File: config.mk
export PLATFORM = sky130hd
export DESIGN_NAME = boot_seq_top
export DESIGN_NICKNAME = d
export VERILOG_FILES = /design/src/rtl/boot_seq_pkg.sv /design/src/rtl/boot_seq_ctrl.sv /design/src/rtl/boot_seq_dpath.sv /design/src/rtl/boot_seq_top.sv
export SDC_FILE = /design/constraint.sdc
export NUM_CORES = 1
export LEC_CHECK = 0
export BUFFER_PORTS_ARGS = -buffer_cell sky130_fd_sc_hd__buf_2
export CAP_MARGIN = 20
export CORE_UTILIZATION = 30
export DETAILED_ROUTE_END_ITERATION = 8
export PLACE_DENSITY = 0.62
export SYNTH_ARGS = -nofsm -noshare
export SYNTH_HDL_FRONTEND = slang
export SYNTH_SLANG_ARGS = --single-unit
File: constraint.sdc
create_clock -name clk -period 2.74 [get_ports clk]
set_input_delay 0 -clock clk [delete_from_list [all_inputs] [get_ports clk]]
set_output_delay 0 -clock clk [all_outputs]
set_load 0.02 [all_outputs]
File: src/rtl/boot_seq_pkg.sv
package boot_seq_pkg;

  typedef enum logic [1:0] {
    BUS_IDLE = 2'd0,
    BUS_DATA = 2'd1,
    BUS_PROG = 2'd2
  } busKind_e;

  typedef enum logic [3:0] {
    ST_HOLD,
    ST_IDLE_LONG,
    ST_VEC,
    ST_PF_A,
    ST_IDLE_SHORT,
    ST_PF_B,
    ST_DECODE,
    ST_RUN
  } seqState_e;

  // strobes from control to datapath
  typedef struct packed {
    logic       vecLoad;  // a vector half arrives this cycle
    logic [1:0] vecSel;   // which half: 0 SP hi, 1 SP lo, 2 PC hi, 3 PC lo
    logic       pfLoad;   // a prefetch word arrives this cycle
    logic       live;     // execution-side writes accepted
  } ctrlStrobe_t;

endpackage

File: src/rtl/boot_seq_ctrl.sv
module boot_seq_ctrl
  import boot_seq_pkg::*;
#(
  parameter int IDLE_W     = 4,
  parameter int IDLE_LONG  = 7,
  parameter int IDLE_SHORT = 1
) (
  input  logic              clk,
  input  logic              rst,
  input  logic              busDone,
  output logic              busReq,
  output logic [1:0]        busKind,
  output logic [IDLE_W-1:0] busIdleLen,
  output ctrlStrobe_t       strobe,
  output logic              decodeValid
);

  localparam logic [1:0] LAST_VEC = 2'd3;

  seqState_e  state;
  logic [1:0] vecIdx;
  logic       stepDone;

  assign stepDone = busReq && busDone;

  always_ff @(posedge clk) begin
    if (rst) begin
      state  <= ST_HOLD;
      vecIdx <= '0;
    end else begin
      unique case (state)
        ST_HOLD:       state <= ST_IDLE_LONG;
        ST_IDLE_LONG:  if (stepDone) begin state <= ST_VEC; vecIdx <= '0; end
        ST_VEC:        if (stepDone) begin
                         if (vecIdx == LAST_VEC) state <= ST_PF_A;
                         else vecIdx <= vecIdx + 2'd1;
                       end
        ST_PF_A:       if (stepDone) state <= ST_IDLE_SHORT;
        ST_IDLE_SHORT: if (stepDone) state <= ST_PF_B;
        ST_PF_B:       if (stepDone) state <= ST_DECODE;
        ST_DECODE:     state <= ST_RUN;
        default:       state <= ST_RUN;
      endcase
    end
  end

  always_comb begin
    busReq     = 1'b0;
    busKind    = BUS_IDLE;
    busIdleLen = '0;
    unique case (state)
      ST_IDLE_LONG:  begin busReq = 1'b1; busIdleLen = IDLE_W'(IDLE_LONG); end
      ST_IDLE_SHORT: begin busReq = 1'b1; busIdleLen = IDLE_W'(IDLE_SHORT); end
      ST_VEC:        begin busReq = 1'b1; busKind = BUS_DATA; end
      ST_PF_A,
      ST_PF_B:       begin busReq = 1'b1; busKind = BUS_PROG; end
      default:       ;
    endcase
  end

  always_comb begin
    strobe.vecLoad = (state == ST_VEC) && busDone;
    strobe.vecSel  = vecIdx;
    strobe.pfLoad  = ((state == ST_PF_A) || (state == ST_PF_B)) && busDone;
    strobe.live    = (state == ST_RUN);
  end

  assign decodeValid = (state == ST_DECODE);

  // no bus request in the cycle right after reset was sampled
  a_r1_quiet_after_reset: assert property (@(posedge clk) disable iff (rst)
    $past(rst) |-> !busReq);

  // decode strobe lasts one cycle
  a_r5_decode_pulse: assert property (@(posedge clk) disable iff (rst)
    decodeValid |=> !decodeValid);

  // decode follows a completed program read
  a_r5_decode_after_fetch: assert property (@(posedge clk) disable iff (rst)
    $rose(decodeValid) |-> $past(busKind == BUS_PROG && busDone && busReq));

endmodule

File: src/rtl/boot_seq_dpath.sv
module boot_seq_dpath
  import boot_seq_pkg::*;
#(
  parameter int          ADDR_W       = 24,
  parameter int          WORD_W       = 16,
  parameter logic [15:0] RESET_STATUS = 16'h2700,
  parameter int          SUP_BIT      = 13
) (
  input  logic                clk,
  input  logic                rst,
  input  ctrlStrobe_t         strobe,
  input  logic [1:0]          busKind,
  input  logic [WORD_W-1:0]   busRdata,
  input  logic                statusWrEn,
  input  logic [15:0]         statusWrData,
  input  logic                spWrEn,
  input  logic [2*WORD_W-1:0] spWrData,
  output logic [ADDR_W-1:0]   busAddr,
  output logic [15:0]         statusOut,
  output logic [2*WORD_W-1:0] pcOut,
  output logic [2*WORD_W-1:0] activeSpOut,
  output logic [2*WORD_W-1:0] userSpOut,
  output logic [2*WORD_W-1:0] supSpOut,
  output logic [WORD_W-1:0]   opcode,
  output logic [2*WORD_W-1:0] instAddr
);

  localparam int LONG_W   = 2 * WORD_W;
  localparam int N_BANK   = 2;
  localparam int BYTE_PER = WORD_W / 8;

  logic [15:0]       statusReg;
  logic [LONG_W-1:0] pcReg;
  logic [LONG_W-1:0] activeSp;
  logic [WORD_W-1:0] pfHigh, pfLow;
  logic [LONG_W-1:0] bankSp [N_BANK];

  logic              curSup, newSup, modeFlip, statusTake, spTake;
  logic [LONG_W-1:0] spBeforeSwap;

  assign curSup       = statusReg[SUP_BIT];
  assign statusTake   = strobe.live && statusWrEn;
  assign spTake       = strobe.live && spWrEn;
  assign newSup       = statusWrData[SUP_BIT];
  assign modeFlip     = statusTake && (newSup != curSup);
  assign spBeforeSwap = spTake ? spWrData : activeSp;

  always_ff @(posedge clk) begin
    if (rst) begin
      statusReg <= RESET_STATUS;
      pcReg     <= '0;
      activeSp  <= '0;
      pfHigh    <= '0;
      pfLow     <= '0;
      for (int b = 0; b < N_BANK; b++) bankSp[b] <= '0;
    end else begin
      if (strobe.vecLoad) begin
        unique case (strobe.vecSel)
          2'd0: activeSp[LONG_W-1:WORD_W] <= busRdata;
          2'd1: activeSp[WORD_W-1:0]      <= busRdata;
          2'd2: pcReg[LONG_W-1:WORD_W]    <= busRdata;
          default: pcReg[WORD_W-1:0]      <= busRdata;
        endcase
      end
      if (strobe.pfLoad) begin
        pfHigh <= pfLow;
        pfLow  <= busRdata;
        pcReg  <= pcReg + LONG_W'(2 * BYTE_PER / 2 * 1);
      end
      if (statusTake) statusReg <= statusWrData;
      if (modeFlip) begin
        bankSp[curSup] <= spBeforeSwap;
        activeSp       <= bankSp[newSup];
      end else if (spTake) begin
        activeSp <= spWrData;
      end
    end
  end

  always_comb begin
    unique case (busKind)
      BUS_DATA: busAddr = {{(ADDR_W-3){1'b0}}, strobe.vecSel, 1'b0};
      BUS_PROG: busAddr = pcReg[ADDR_W-1:0];
      default:  busAddr = '0;
    endcase
  end

  assign statusOut   = statusReg;
  assign pcOut       = pcReg;
  assign activeSpOut = activeSp;
  assign userSpOut   = curSup ? bankSp[0] : activeSp;
  assign supSpOut    = curSup ? activeSp : bankSp[1];
  assign opcode      = pfHigh;
  assign instAddr    = pcReg - LONG_W'(4);

  // status stays at its reset value until execution writes are accepted
  a_r7_status_locked: assert property (@(posedge clk) disable iff (rst)
    !strobe.live |-> statusReg == RESET_STATUS);

  // leaving a mode parks the old active pointer in that mode's bank
  a_r8_park_old: assert property (@(posedge clk) disable iff (rst)
    (statusReg[SUP_BIT] != $past(statusReg[SUP_BIT]))
      |-> bankSp[$past(statusReg[SUP_BIT])] == $past(spTake ? spWrData : activeSp));

  // same-mode status write keeps the active pointer
  a_r10_keep_sp: assert property (@(posedge clk) disable iff (rst)
    (statusTake && !spTake && newSup == curSup) |=> $stable(activeSp));

endmodule

File: src/rtl/boot_seq_top.sv
module boot_seq_top
  import boot_seq_pkg::*;
#(
  parameter int ADDR_W = 24,
  parameter int WORD_W = 16,
  parameter int IDLE_W = 4
) (
  input  logic                clk,
  input  logic                rst,
  output logic                busReq,
  output logic [1:0]          busKind,
  output logic [IDLE_W-1:0]   busIdleLen,
  output logic [ADDR_W-1:0]   busAddr,
  input  logic                busDone,
  input  logic [WORD_W-1:0]   busRdata,
  input  logic                statusWrEn,
  input  logic [15:0]         statusWrData,
  input  logic                spWrEn,
  input  logic [2*WORD_W-1:0] spWrData,
  output logic [15:0]         statusOut,
  output logic [2*WORD_W-1:0] pcOut,
  output logic [2*WORD_W-1:0] activeSpOut,
  output logic [2*WORD_W-1:0] userSpOut,
  output logic [2*WORD_W-1:0] supSpOut,
  output logic [WORD_W-1:0]   opcode,
  output logic [2*WORD_W-1:0] instAddr,
  output logic                decodeValid
);

  ctrlStrobe_t strobe;

  boot_seq_ctrl #(.IDLE_W(IDLE_W)) u_ctrl (
    .clk(clk), .rst(rst), .busDone(busDone),
    .busReq(busReq), .busKind(busKind), .busIdleLen(busIdleLen),
    .strobe(strobe), .decodeValid(decodeValid)
  );

  boot_seq_dpath #(.ADDR_W(ADDR_W), .WORD_W(WORD_W)) u_dpath (
    .clk(clk), .rst(rst), .strobe(strobe), .busKind(busKind), .busRdata(busRdata),
    .statusWrEn(statusWrEn), .statusWrData(statusWrData),
    .spWrEn(spWrEn), .spWrData(spWrData),
    .busAddr(busAddr), .statusOut(statusOut), .pcOut(pcOut),
    .activeSpOut(activeSpOut), .userSpOut(userSpOut), .supSpOut(supSpOut),
    .opcode(opcode), .instAddr(instAddr)
  );

  // a pending request holds still until completion
  a_r6_req_stable: assert property (@(posedge clk) disable iff (rst)
    (busReq && !busDone) |=> busReq && $stable(busAddr) && $stable(busKind) && $stable(busIdleLen));

endmodule

# Word-level counts from Yosys, hierarchy flattened
# Memory sizes are Yosys's and may differ from the RTL's.
# Index checks and enable logic that the tools add are counted.
# W data, S select, Z words.
[totals] ram_bits=64 mem_count=1 mem_bits_ro=0 latch_bits=0 out_inout_bits=224 ff_bits=118
[mem_list] memory="u_dpath.bankSp" depth=2 word_bits=32 read_ports=3 rd_clocked_by_memory_dff=0 wr=2 line_no="boot_seq_dpath.sv:36" text="logic [LONG_W-1:0] bankSp [N_BANK];"
[op_classes] addsub=3 n_mux=35 n_mul=0 div=0 eq_ne=21 order_cmp=0 shifts=0 bitwise_logic=0 reduce_logical=25
[op_table] cell="$mux W32" n=9
[op_table] cell="$mux W16" n=4
[op_table] cell="$pmux W24 S2" n=1
[op_table] cell="$add A32 B2 Y32 const B" n=1
[op_table] cell="$reduce_or A32 Y1" n=1
[op_table] cell="$sub A32 B3 Y32 const B" n=1
[op_table] cell="$mux W4" n=6
[op_table] cell="$pmux W4 S6" n=1
[op_table] cell="$eq A4 B3 Y1 const B" n=4
[op_table] cell="$ne A2 B1 Y1 const B" n=7
[op_table] cell="$reduce_bool A3 Y1" n=3
[op_table] cell="$eq A4 B2 Y1 const B" n=2
[op_table] cell="$mux W1" n=8
[op_table] cell="$pmux W2 S2" n=2
[op_table] cell="$reduce_and A2 Y1" n=4
[op_table] cell="$eq A2 B2 Y1 const B" n=3
[op_table] cell="$logic_and A1 B1 Y1" n=6
[op_table] cell="$mux W2" n=3
[op_table] cell="$pmux W3 S2" n=1
[op_table] cell="$reduce_and A6 Y1" n=1
[op_table] cell="$reduce_bool A2 Y1" n=3
[op_table] cell="$reduce_or A5 Y1" n=1
[op_table] cell="$eq A2 B1 Y1 const B" n=2
[op_table] cell="$eq A4 B1 Y1 const B" n=1
[op_table] cell="other kinds (9)" n=9

# Logic depth before layout (Yosys ltp)
# Gate-level depths: netlist (run 1).
[depth] word_depth=8 ltp_mapped=7 mapped_depth_nobuf=7

# Modules after synthesis
# Synthesis (run 1) repeated with hierarchy kept, for this count alone.
[hier_totals] hier_cells=1139 area_unflattened_um2=10420.0
[modules_own_cells] module="boot_seq_dpath" area_per_inst_um2=10023.4 seq_area_each_um2=4164.0 cells_per_inst=1091 instances=1
[modules_own_cells] module="boot_seq_ctrl" area_per_inst_um2=396.6 seq_area_each_um2=100.1 cells_per_inst=48 instances=1

# Worst setup path before layout (run 1)
# No wires, ideal clock.
[synth_path] path_type="register to register" start="register u_dpath.statusReg[13], in the netlist u_dpath.statusOut[13]" end="memory u_dpath.bankSp[1][0] (netlist name), enable pin" n_path_buf=2 setup_slack_ns=0.081 setup_ns=0.389 t_arrival_ns=2.270 stages_incl_launch_ff=7 required_ns=2.351 cell_sequence="dfxtp_1 -> clkbuf_1 -> xnor2_1 -> nor2_1 -> nand3_1 -> clkbuf_1 -> nand2_1"
[synth_rtl] item="from (decl)" line_no="boot_seq_dpath.sv:32" text="logic [15:0] statusReg;"
[synth_rtl] item="from (signal assigned)" line_no="boot_seq_dpath.sv:70" text="if (statusTake) statusReg <= statusWrData;"
[synth_rtl] item="to (decl)" line_no="boot_seq_dpath.sv:36"

# Final worst setup path (run 1)
[layout_path] start="register u_dpath.pcReg[10], in the netlist u_dpath.pcOut[10]" end="output port instAddr[21]"
[layout_between] elab_chain_len=1
[layout_lines] item="from (decl)" line_no="boot_seq_dpath.sv:33" text="logic [LONG_W-1:0] pcReg;"
[layout_lines] item="from (signal, indexed assignment)" line_no="boot_seq_dpath.sv:61" text="2'd2: pcReg[LONG_W-1:WORD_W] <= busRdata;"
[layout_lines] item="from (signal, indexed assignment)" line_no="boot_seq_dpath.sv:62" text="default: pcReg[WORD_W-1:0] <= busRdata;"
[layout_lines] item="from (signal assigned)" line_no="boot_seq_dpath.sv:68" text="pcReg <= pcReg + LONG_W'(2 * BYTE_PER / 2 * 1);"
[layout_lines] item="$sub A32 B3 Y32" line_no="boot_seq_dpath.sv:94" text="assign instAddr = pcReg - LONG_W'(4);"
[layout_lines] item="to (decl)" line_no="boot_seq_top.sv:26" text="output logic [2*WORD_W-1:0] instAddr,"
# No other way between the ends.

==> results of run 1 <==
[metal layers]
metal | up-vias | share of wire
met1 | 4597 | 0.41
met4 | 2 | 0.028
met2 | 427 | 0.48
li1 | 4510 | -
met3 | 70 | 0.079
met5 | - | 0.00045
[cell usage in the layout, fill, tap and decap left out, drive strengths merged, types with 11 or more instances in the layout]
| cell type | Yosys | layout |
|---|---|---|
| a21boi | 28 | 28 |
| a21oi | 85 | 85 |
| a22o | 33 | 33 |
| a22oi | 39 | 39 |
| and2 | 23 | 23 |
| buf | 30 | 335 |
| clkbuf | 66 | 21 |
| dfxtp | 117 | 117 |
| dlygate4sd3 | 0 | 46 |
| edfxtp | 64 | 64 |
| inv | 15 | 21 |
| mux2 | 68 | 68 |
| mux2i | 36 | 36 |
| nand2 | 172 | 172 |
| nand3 | 25 | 25 |
| nand4 | 12 | 12 |
| nor2 | 104 | 104 |
| nor3 | 17 | 17 |
| o21ai | 14 | 14 |
| or3 | 14 | 14 |
| or4 | 11 | 11 |
| xnor2 | 19 | 19 |
| xor2 | 17 | 17 |
[worst register-to-register path: cells and delay by family (launching register included)]
kind	cells	cell delay, ns
and+or+nand+nor	3	1.25
DFF	1	0.69
xor gates and xnor gates	1	0.29
AOI/OAI and AO/OA	1	0.17
[where the power goes]
| group | leakage (nW) | switching [W] | total [W] | internal, W |
|---|---|---|---|---|
| registers | 1.61 | 0.0000443 | 0.00286 | 0.00282 |
| logic | 3.56 | 0.000331 | 0.000541 | 0.000209 |
| clock network | 0.307 | 0.00117 | 0.00267 | 0.00151 |
| total | 5.47 | 0.00154 | 0.00608 | 0.00454 |
[worst max-delay path by stage]
stage	start	end	cells past startpoint
after floorplan	u_dpath.statusOut[13]	u_dpath.bankSp[1][0]	6
after global placement	u_ctrl.state[1]	u_dpath.pcOut[27]	5
after detailed placement	u_ctrl.state[1]	u_dpath.pcOut[27]	5
after CTS	u_dpath.pcOut[2]	instAddr[26]	8
after global routing	u_dpath.pcOut[18]	instAddr[26]	6
final	u_dpath.pcOut[10]	instAddr[21]	6
[cells by family (layout without fill, tap and decap cells)]
| family | after synthesis | in the layout | share of synthesized area |
|---|---|---|---|
| AO/OA/AOI/OAI | 239 | 239 | 0.1613 |
| XOR/XNOR | 36 | 36 | 0.03271 |
| flip-flops | 181 | 181 | 0.4321 |
| other | 1 | 3 | 0.0003800 |
| buffers and inverters | 111 | 428 | 0.04678 |
| AND/OR/NAND/NOR | 413 | 413 | 0.2000 |
| adder cells (fa/ha/maj) | 10 | 10 | 0.01268 |
| multiplexers | 104 | 104 | 0.1141 |
[timing repair]
action,CTS,global route
hold buffers,46,0
setup endpoints to repair,33,8
hold endpoints to repair,60,0
pin swaps,8,3
buffers inserted,11,0
resized for setup,18,5
[registers in the layout, summed over array words and instances, names as in the netlist]
signal               cells
u_dpath.opcode          16
u_dpath.activeSpOut     32
u_dpath.pcOut           32
u_dpath.pfLow           16
u_dpath.bankSp          64
u_ctrl.vecIdx            2
u_ctrl.state             3
u_dpath.statusOut       16
[metrics by stage]
stage               cell area, um^2   TNS, ns  cells
finish                        13030         0   1856
global route                  13030         0   1855
CTS                           13010  -0.02801   1854
detailed placement            11790         0   1765
global placement              11790         0   1765
floorplan                      9868         0   1095
[final cells by class]
type / count / area [um^2] / area share
clock inverter: 11 / 130.1 / 0.009988
timing repair buffer: 381 / 2290 / 0.1758
tap: 442 / 553.0 / 0.04245
antenna: 2 / 5.005 / 0.0003842
sequential: 181 / 4280 / 0.3286
multi-input combinational: 803 / 5211 / 0.4000
inverter: 15 / 61.31 / 0.004706
clock buffer: 21 / 496.7 / 0.03813
==> impl_metrics.toml, run 1 <==
[pwr]
power_density_nw_per_um2 = 466.5
leakagePower_nw = 5.473
finalPower_w = 0.006077
ir_drop_uv = 311.7

[setup_path]
cp_common_cell = "or4_4"
crit_family = "simple AND/OR/NAND/NOR gates"
regToRegStartpoint = "u_ctrl.state[1]"
rr_worst_depth = 5
cp_slowest_cell = "or4_4"
cp.required_ns = 2.74
crit_type = "flop to output port"
crit_chain = "or4_4 > nor4_4 > nand3_4 > or4_4 > xnor2_2 > buf_2"
startpoint_type = "flop"
endpoint_kind = "output port"
reg2reg_slack_ns = 0.26
path_buf_inv = 1
critPathMaxFanout = 10
reg2reg_to = "u_dpath.pcOut[27]"
arrival_ns = 2.64
slowest_delay_ns = 0.51

[place]
dp_hpwl_mm = 24.38
gp_congestion = 0.8938
place.port_buffers = 291
pre_cts_slack_ns = 0.2825

[run_status]
status = "finished clean"

[yosys]
netlist.area_leader.share = 0.2374
synth_cell_types = 59
synth_flop_cell = "dfxtp_1"
synth_area_um2 = 9868
yosysWarnings = 0
synth_nets = 1174
ys_seq_area_frac = 0.4321
synthTopCellsByCount = "172 x nand2_1, 117 x dfxtp_1, 104 x nor2_1, 85 x a21oi_1, 68 x mux2_2"
syn_inst = 1095
ys_top_cells_by_area = "dfxtp_1 24%, edfxtp_1 19%, mux2_2 7.8%, nand2_1 6.5%, a21oi_1 4.3%"
ys_ff_latch = 181
async_flop_share = 0
yosysMostFrequentCell = "nand2_1"
syn_avg_cell_area_um2 = 9.012
yosysTopAreaCell = "dfxtp_1"
synth_edf_count = 64

[grt]
grt_remaining_overflow = 0
antenna_found_initial = 4
grt_pass1_vias = 9245
grt_max_degree = 69
grt_pass1_wl_mm = 54.05
grt_busiest_layer = "met2"
track_usage = 0.2101
met1_usage = 0.2551
grt_use_met3 = 0.04925
grt_use_met2 = 0.3606

[sta]
max_freq_mhz = 378.1
worst_slack_ns = 0.09504
maxSlewHeadroom = 0.4160
drv_slew = 0
fin_crit_ns = 2.645
worst_slew_pin_slew_ns = 0.8761
setup_viol = 0
timing.final.crit_share = 0.9653
hold_viol = 0
fin_worst_skew_ns = 0.01053
whs_ns = 0.01409
rsz0062_at_grt = "no"

[hold_path]
whs_endpoint = "u_dpath.statusOut[15]"
min_path_type = "primary input to flop"
holdPathStages = 2
min-delay-start = "rst"

[clock_tree]
htreeDepth = 4
cts_tree = "built"
clkSinkCount = 181
clk_pin_slew_ns = 0.07
clockBufferDepth = 2
cts-buffers-inserted = 17
clk_latency_ns = 0.43
cts_root_buffer = "clkbuf_16"

[route]
drt-wirelength-per-cell_um = 19.25
vias_per_cell = 5.176
drtPass1Iterations = 5
drc_errors = 0
antenna_left = 0
dr_total_vias = 9606
drt-initial-drc-count = 749
drt_wl_total_mm = 35.72

[die]
rows = 66
die_h_um = 183.4
die_width_um = 183.4
pin_count = 293
dieArea_um2 = 33620
start_util = 0.3041
design.core.area_um2 = 32450

[layout]
final_util = 0.4014
area_growth_pct = 32.01
fillers = 3264
drive_gt1_frac = 0.3336
nets = 1478

[job]
max_cap_viol_count = 0
Power figures use the tool's default switching activity.
==> inputs of run 2 (changes only) <==
--- a/config.mk
+++ b/config.mk
@@ -9,7 +9,9 @@
 export CAP_MARGIN = 20
 export CORE_UTILIZATION = 30
 export DETAILED_ROUTE_END_ITERATION = 8
+export HOLD_SLACK_MARGIN = 0.1
 export PLACE_DENSITY = 0.62
+export RECOVER_POWER = 50
 export SYNTH_ARGS = -nofsm -noshare
 export SYNTH_HDL_FRONTEND = slang
 export SYNTH_SLANG_ARGS = --single-unit
==> run 2 against run 1 <==
Compared with the run above:
- the run now ends with capacitance limit, slew limit left
- global-route usage grew 0.18 points
- final cell count grew 1.6%
- highest routed layer unchanged
- combinational power increased by 5.2%
- non-clock buffer count up 31
- hold slack improved by 0.25 ns
- via count grew 1.6%
- critical path depth unchanged
- clock power about the same
- register-to-register slack worse by 0.02 ns
- sequential power is essentially flat
- core utilization rose by 0.49 points
- flip-flop and latch count is the same
- critical path type unchanged
==> impl_metrics.toml, run 2 (synthesized netlist as in run 1, its figures left out) <==
[run_status]
status = "finished with violations"
violations = "capacitance limit, slew limit"

[place]
dp_hpwl_mm = 24.38
gp_congestion = 0.8938
place.port_buffers = 291

[clock_tree]
clk_pin_slew_ns = 0.07
clockBufferDepth = 2
clkSinkCount = 181
htreeDepth = 4
cts-buffers-inserted = 17
cts_tree = "built"
cts_root_buffer = "clkbuf_16"
clk_latency_ns = 0.43

[grt]
grt_remaining_overflow = 0
grt_pass1_vias = 9413
grt_pass1_wl_mm = 54.68
grt_max_degree = 69
antenna_found_initial = 2
track_usage = 0.2119

[pwr]
seqPwrFrac = 0.469
p_int_w = 0.004558
power_frac_comb = 0.093
finalPower_w = 0.006105
p_sw_w = 0.001547
ir_drop_uv = 308.5
switching_share = 0.2534
p_clk_frac = 0.438
leakagePower_nw = 5.145
power_density_nw_per_um2 = 463.0

[layout]
final_cell_mix = "172 x nand2_1, 137 x buf_2, 112 x dfxtp_1"
largest_reg_flops = 64
layout_commonest_cell = "nand2_1"
area_growth_pct = 33.62
nets = 1509
drive_gt1_frac = 0.2516
regMostFlops = "u_dpath.bankSp"

[die]
design.core.area_um2 = 32450
start_util = 0.3041
dieArea_um2 = 33620
pin_count = 293
die_width_um = 183.4
die_h_um = 183.4
rows = 66

[route]
drt_wl_total_mm = 36.04
dr_total_vias = 9759
vias_per_cell = 5.174
antenna_left = 0
drc_errors = 0
drt-wirelength-per-cell_um = 19.11
drt-initial-drc-count = 821
drtPass1Iterations = 6

[setup_path]
cp.required_ns = 2.74
endpoint_kind = "output port"
critPathMaxFanout = 10
crit_type = "flop to output port"
arrival_ns = 2.64
startpoint_type = "flop"

[sta]
hold_viol = 0
setup_tns_ns = 0
maxSlewHeadroom = -0.02822
timing.final.crit_share = 0.9635
worst_slew_pin_slew_ns = 1.542
fin_crit_ns = 2.640
fin_worst_skew_ns = 0.01208
rsz0062_at_grt = "no"
setup_viol = 0
drv_slew = 67
max_freq_mhz = 378.8

[hold_path]
min_path_type = "primary input to flop"

[job]
max_cap_viol_count = 1
==> run 2: per-stage QoR <==
stage	instance area, um^2	cells	hold WS (ns)	utilization	setup WS, ns
after floorplan	9868	1095	0.1243	-	0.08086
after global placement	11790	1765	0.2124	0.3631	0.3804
after detailed placement	11790	1765	0.2122	0.3631	0.2825
after CTS	13320	1885	0.2646	0.4103	-0.02674
after global routing	13190	1886	0.3104	0.4063	0.01143
final	13190	1886	0.2686	0.4063	0.1000
==> run 2: repair_timing <==
action,in CTS,in global routing
resized for setup,18,5
setup buffers,11,0
setup endpoints to repair,33,8
pin swaps,8,3
hold buffers,77,0
hold endpoints to repair,159,0
==> run 2: layout make-up <==
class	count	area, um^2
diodes	1	2.502
clock buffers	21	496.7
clock inverters	11	130.1
fillers	3285	19270
inverters	15	61.31
multi-input cells	803	5205
flip-flops and latches	181	4278
well taps	442	553.0
repair buffers	412	2460
==> run 2: power by group through the flow <==
stage | registers, W | clock network (W) | logic (W)
after CTS | 0.00286 | 0.00272 | 0.000576
after floorplan | 0.00292 | 0 | 0.000276
after detailed placement | 0.00293 | 0 | 0.000499
after global routing | 0.00287 | 0.00281 | 0.000614
after global placement | 0.00292 | 0 | 0.000496
final | 0.00286 | 0.00267 | 0.000569
==> run 2: final timing paths <==
kind                startpoint               endpoint  slack [ns]  cells past startpoint
max          u_dpath.pcOut[10]           instAddr[21]        0.10                      6
max reg2reg   u_dpath.pcOut[7]      u_dpath.pcOut[31]        0.24                      6
min           statusWrData[13]  u_dpath.statusOut[13]        0.27                      4
min reg2reg   u_dpath.pfLow[8]      u_dpath.opcode[8]        0.45                      2
==> run 2: layer usage <==
layer	vias up	global-route usage	wire (um)
li1	4580	-	-
met1	4662	0.2563	14790
met2	452	0.3664	17340
met3	63	0.04845	2953
met4	2	0.07633	948
met5	-	0	16
==> run 2: worst max-delay path: stages (launching register included) <==
cell,delay (ns)
dfxtp_1,0.44
or4_4,0.51
nor4_4,0.36
nand3_4,0.15
or4_4,0.45
xnor2_2,0.14
buf_2,0.17
==> inputs of run 3 (changes only) <==
--- a/config.mk
+++ b/config.mk
@@ -14,4 +14,5 @@
 export RECOVER_POWER = 50
 export SYNTH_ARGS = -nofsm -noshare
 export SYNTH_HDL_FRONTEND = slang
+export SYNTH_HIERARCHICAL = 1
 export SYNTH_SLANG_ARGS = --single-unit
==> run 3 against run 2 <==
Compared with the run above:
- the flow now finishes without violations
- clock power down 7.9%
- core utilization is 0.85 points lower
- clock skew rose by 0.0030 ns
- sequential share of layout area down 0.79 points
- combinational power grew 120%
- total power is 8.3% higher
- flip-flop and latch count stayed put
- area after synthesis grew 5.6%
- critical endpoint is now instAddr[31]
- highest routed layer is now met4
==> impl_metrics.toml, run 3 <==
[clock_tree]
clkSinkCount = 181
htreeDepth = 4
clockBufferDepth = 2
cts_root_buffer = "clkbuf_16"
cts_tree = "built"
clk_latency_ns = 0.44
cts-buffers-inserted = 17
clk_pin_slew_ns = 0.08

[grt]
grt_remaining_overflow = 0
grt_max_degree = 100
antenna_found_initial = 1
grt_pass1_vias = 9698
grt_pass1_wl_mm = 56.42
track_usage = 0.2044

[yosys]
synth_cell_types = 65
netlist.area_leader.share = 0.2248
yosysWarnings = 6
synthTopCellsByCount = "132 x nor2_1, 117 x dfxtp_1, 94 x nand2_1, 84 x a21oi_1, 80 x mux2_2"
synth_flop_cell = "dfxtp_1"
ys_ff_latch = 181
ys_seq_area_frac = 0.4092
synth_edf_count = 64
syn_avg_cell_area_um2 = 9.148
synth_area_um2 = 10420
async_flop_share = 0
ys_top_cells_by_area = "dfxtp_1 22%, edfxtp_1 18%, mux2_2 8.6%, mux2i_1 7.5%, nor2_1 4.8%"
syn_inst = 1139
yosysMostFrequentCell = "nor2_1"
synth_nets = 1214
yosysTopAreaCell = "dfxtp_1"

[sta]
hold_viol = 0
drv_slew = 0
setup_tns_ns = 0
setup_viol = 0
worst_slew_pin_slew_ns = 1.284
worst_slack_ns = 0.09542
fin_crit_ns = 2.645
maxSlewHeadroom = 0.1441
fin_worst_skew_ns = 0.01505
timing.final.crit_share = 0.9652
max_freq_mhz = 378.1
rsz0062_at_grt = "no"

[layout]
design_area_um2 = 13470
stdcell_count = 1912
regMostFlops = "u_dpath/bankSp"
final_cell_mix = "157 x clkbuf_1, 136 x buf_2, 132 x nor2_1"
nets = 1525
layout_commonest_cell = "clkbuf_1"
drive_gt1_frac = 0.2098
area_growth_pct = 29.29
largest_reg_flops = 64
fillers = 3472
final_util = 0.3978

[job]
max_cap_viol_count = 0

[route]
drt_wl_total_mm = 37.46
vias_per_cell = 5.301
drt-wirelength-per-cell_um = 19.59
drt-initial-drc-count = 743
antenna_left = 0
drtPass1Iterations = 6
drc_errors = 0
dr_total_vias = 10140

[setup_path]
cp_slowest_cell = "or4_4"
critPathMaxFanout = 8
crit_chain = "buf_6 > or4_4 > or4_4 > clkbuf_4 > nor4_4 > xor2_1 > buf_2"
crit_family = "simple AND/OR/NAND/NOR gates"
slowest_delay_ns = 0.51
cp_common_cell = "or4_4"
endpoint_kind = "output port"
crit_type = "flop to output port"
cp.required_ns = 2.74
path_buf_inv = 3
startpoint_type = "flop"
arrival_ns = 2.64

[pwr]
ir_drop_uv = 421.7
power_density_nw_per_um2 = 490.7
leakagePower_nw = 5.132

[place]
place.port_buffers = 291
gp_congestion = 0.8458
dp.cells = 1812
postPlaceCellArea_um2 = 12370
dp_hpwl_mm = 25.68
pre_cts_slack_ns = 0.2628

[run_status]
status = "finished clean"

[die]
rows = 67
die_width_um = 188.4
design.core.area_um2 = 33870
dieArea_um2 = 35480
start_util = 0.3077
die_h_um = 188.4
pin_count = 293

[hold_path]
min_path_type = "primary input to flop"
## run 3: changes by cell type after synthesis, moves of 10 or more
cell	change
and2_1	+21
nand3_1	+22
a21boi_0	-27
o311ai_0	+32
mux2_2	+12
nand2_1	-78
a22o_1	-33
mux2i_1	+42
nor2_1	+28
clkbuf_1	+10
a22oi_1	-34
and3_1	+26
## run 3: repair_timing
action                                 CTS  global route
resized for setup                        0            15
endpoints found under the hold margin  134             0
hold buffers                            64             0
setup buffers                            0             3
setup endpoints to repair                0             4
## run 3: worst paths after layout
kind | from | endpoint | slack [ns] | cells past startpoint
setup / recovery | u_dpath/pcOut[9] | instAddr[31] | 0.1 | 7
hold reg to reg | u_dpath/statusOut[14] | u_dpath/statusOut[14] | 0.46 | 2
setup reg to reg | u_dpath/statusOut[13] | u_dpath/bankSp[0][16] | 0.13 | 3
hold / removal | spWrData[20] | u_dpath/bankSp[1][20] | 0.20 | 4
## run 3: per-layer routing
metal,part of all wire,GRT usage,vias to the layer above
li1,-,-,4736
met5,0,0,-
met2,0.46,0.3305,475
met1,0.43,0.2688,4872
met3,0.076,0.03986,53
met4,0.028,0.07692,0
## run 3: final cells by class
cell class,instances,area [um^2],share of cell area
Antenna cell,1,2.502,0.0001858
Clock buffer,18,439.2,0.03260
Clock inverter,14,142.6,0.01059
Inverter,16,60.06,0.004458
Multi-Input combinational cell,832,5723,0.4248
Sequential cell,181,4264,0.3165
Tap cell,448,560.5,0.04161
Timing Repair Buffer,402,2280,0.1692
## run 3: worst reg2reg max path, cell delays in order (launching register included)
cell and delay [ns]:
dfxtp_1 0.37, clkbuf_2 0.66, or3b_2 0.75, nand2b_4 0.46
## run 3: metrics by stage
| step | total power [W] | hold WS (ns) |
|---|---|---|
| 2_1_floorplan | 0.003672 | 0.06907 |
| 3_3_place_gp | 0.004082 | 0.2254 |
| 3_5_place_dp | 0.004090 | 0.2263 |
| 4_1_cts | 0.006592 | 0.1541 |
| 5_1_grt | 0.006851 | 0.1800 |
| 6_report | 0.006611 | 0.1974 |
## run 3: cells by family after synthesis
family / share of synthesized area
mux: 0.1614
xor+xnor: 0.03518
buf+inv: 0.05103
other cells: 0.0003599
fa+ha+maj: 0.007204
flops: 0.4092
simple gates: 0.2229
compound gates: 0.1128
## run 3: where the power goes
part           internal (W)  leakage (nW)  switching (W)
Combinational      0.000494          3.24       0.000770
Clock               0.00124         0.283        0.00122
Sequential          0.00283          1.61      0.0000557
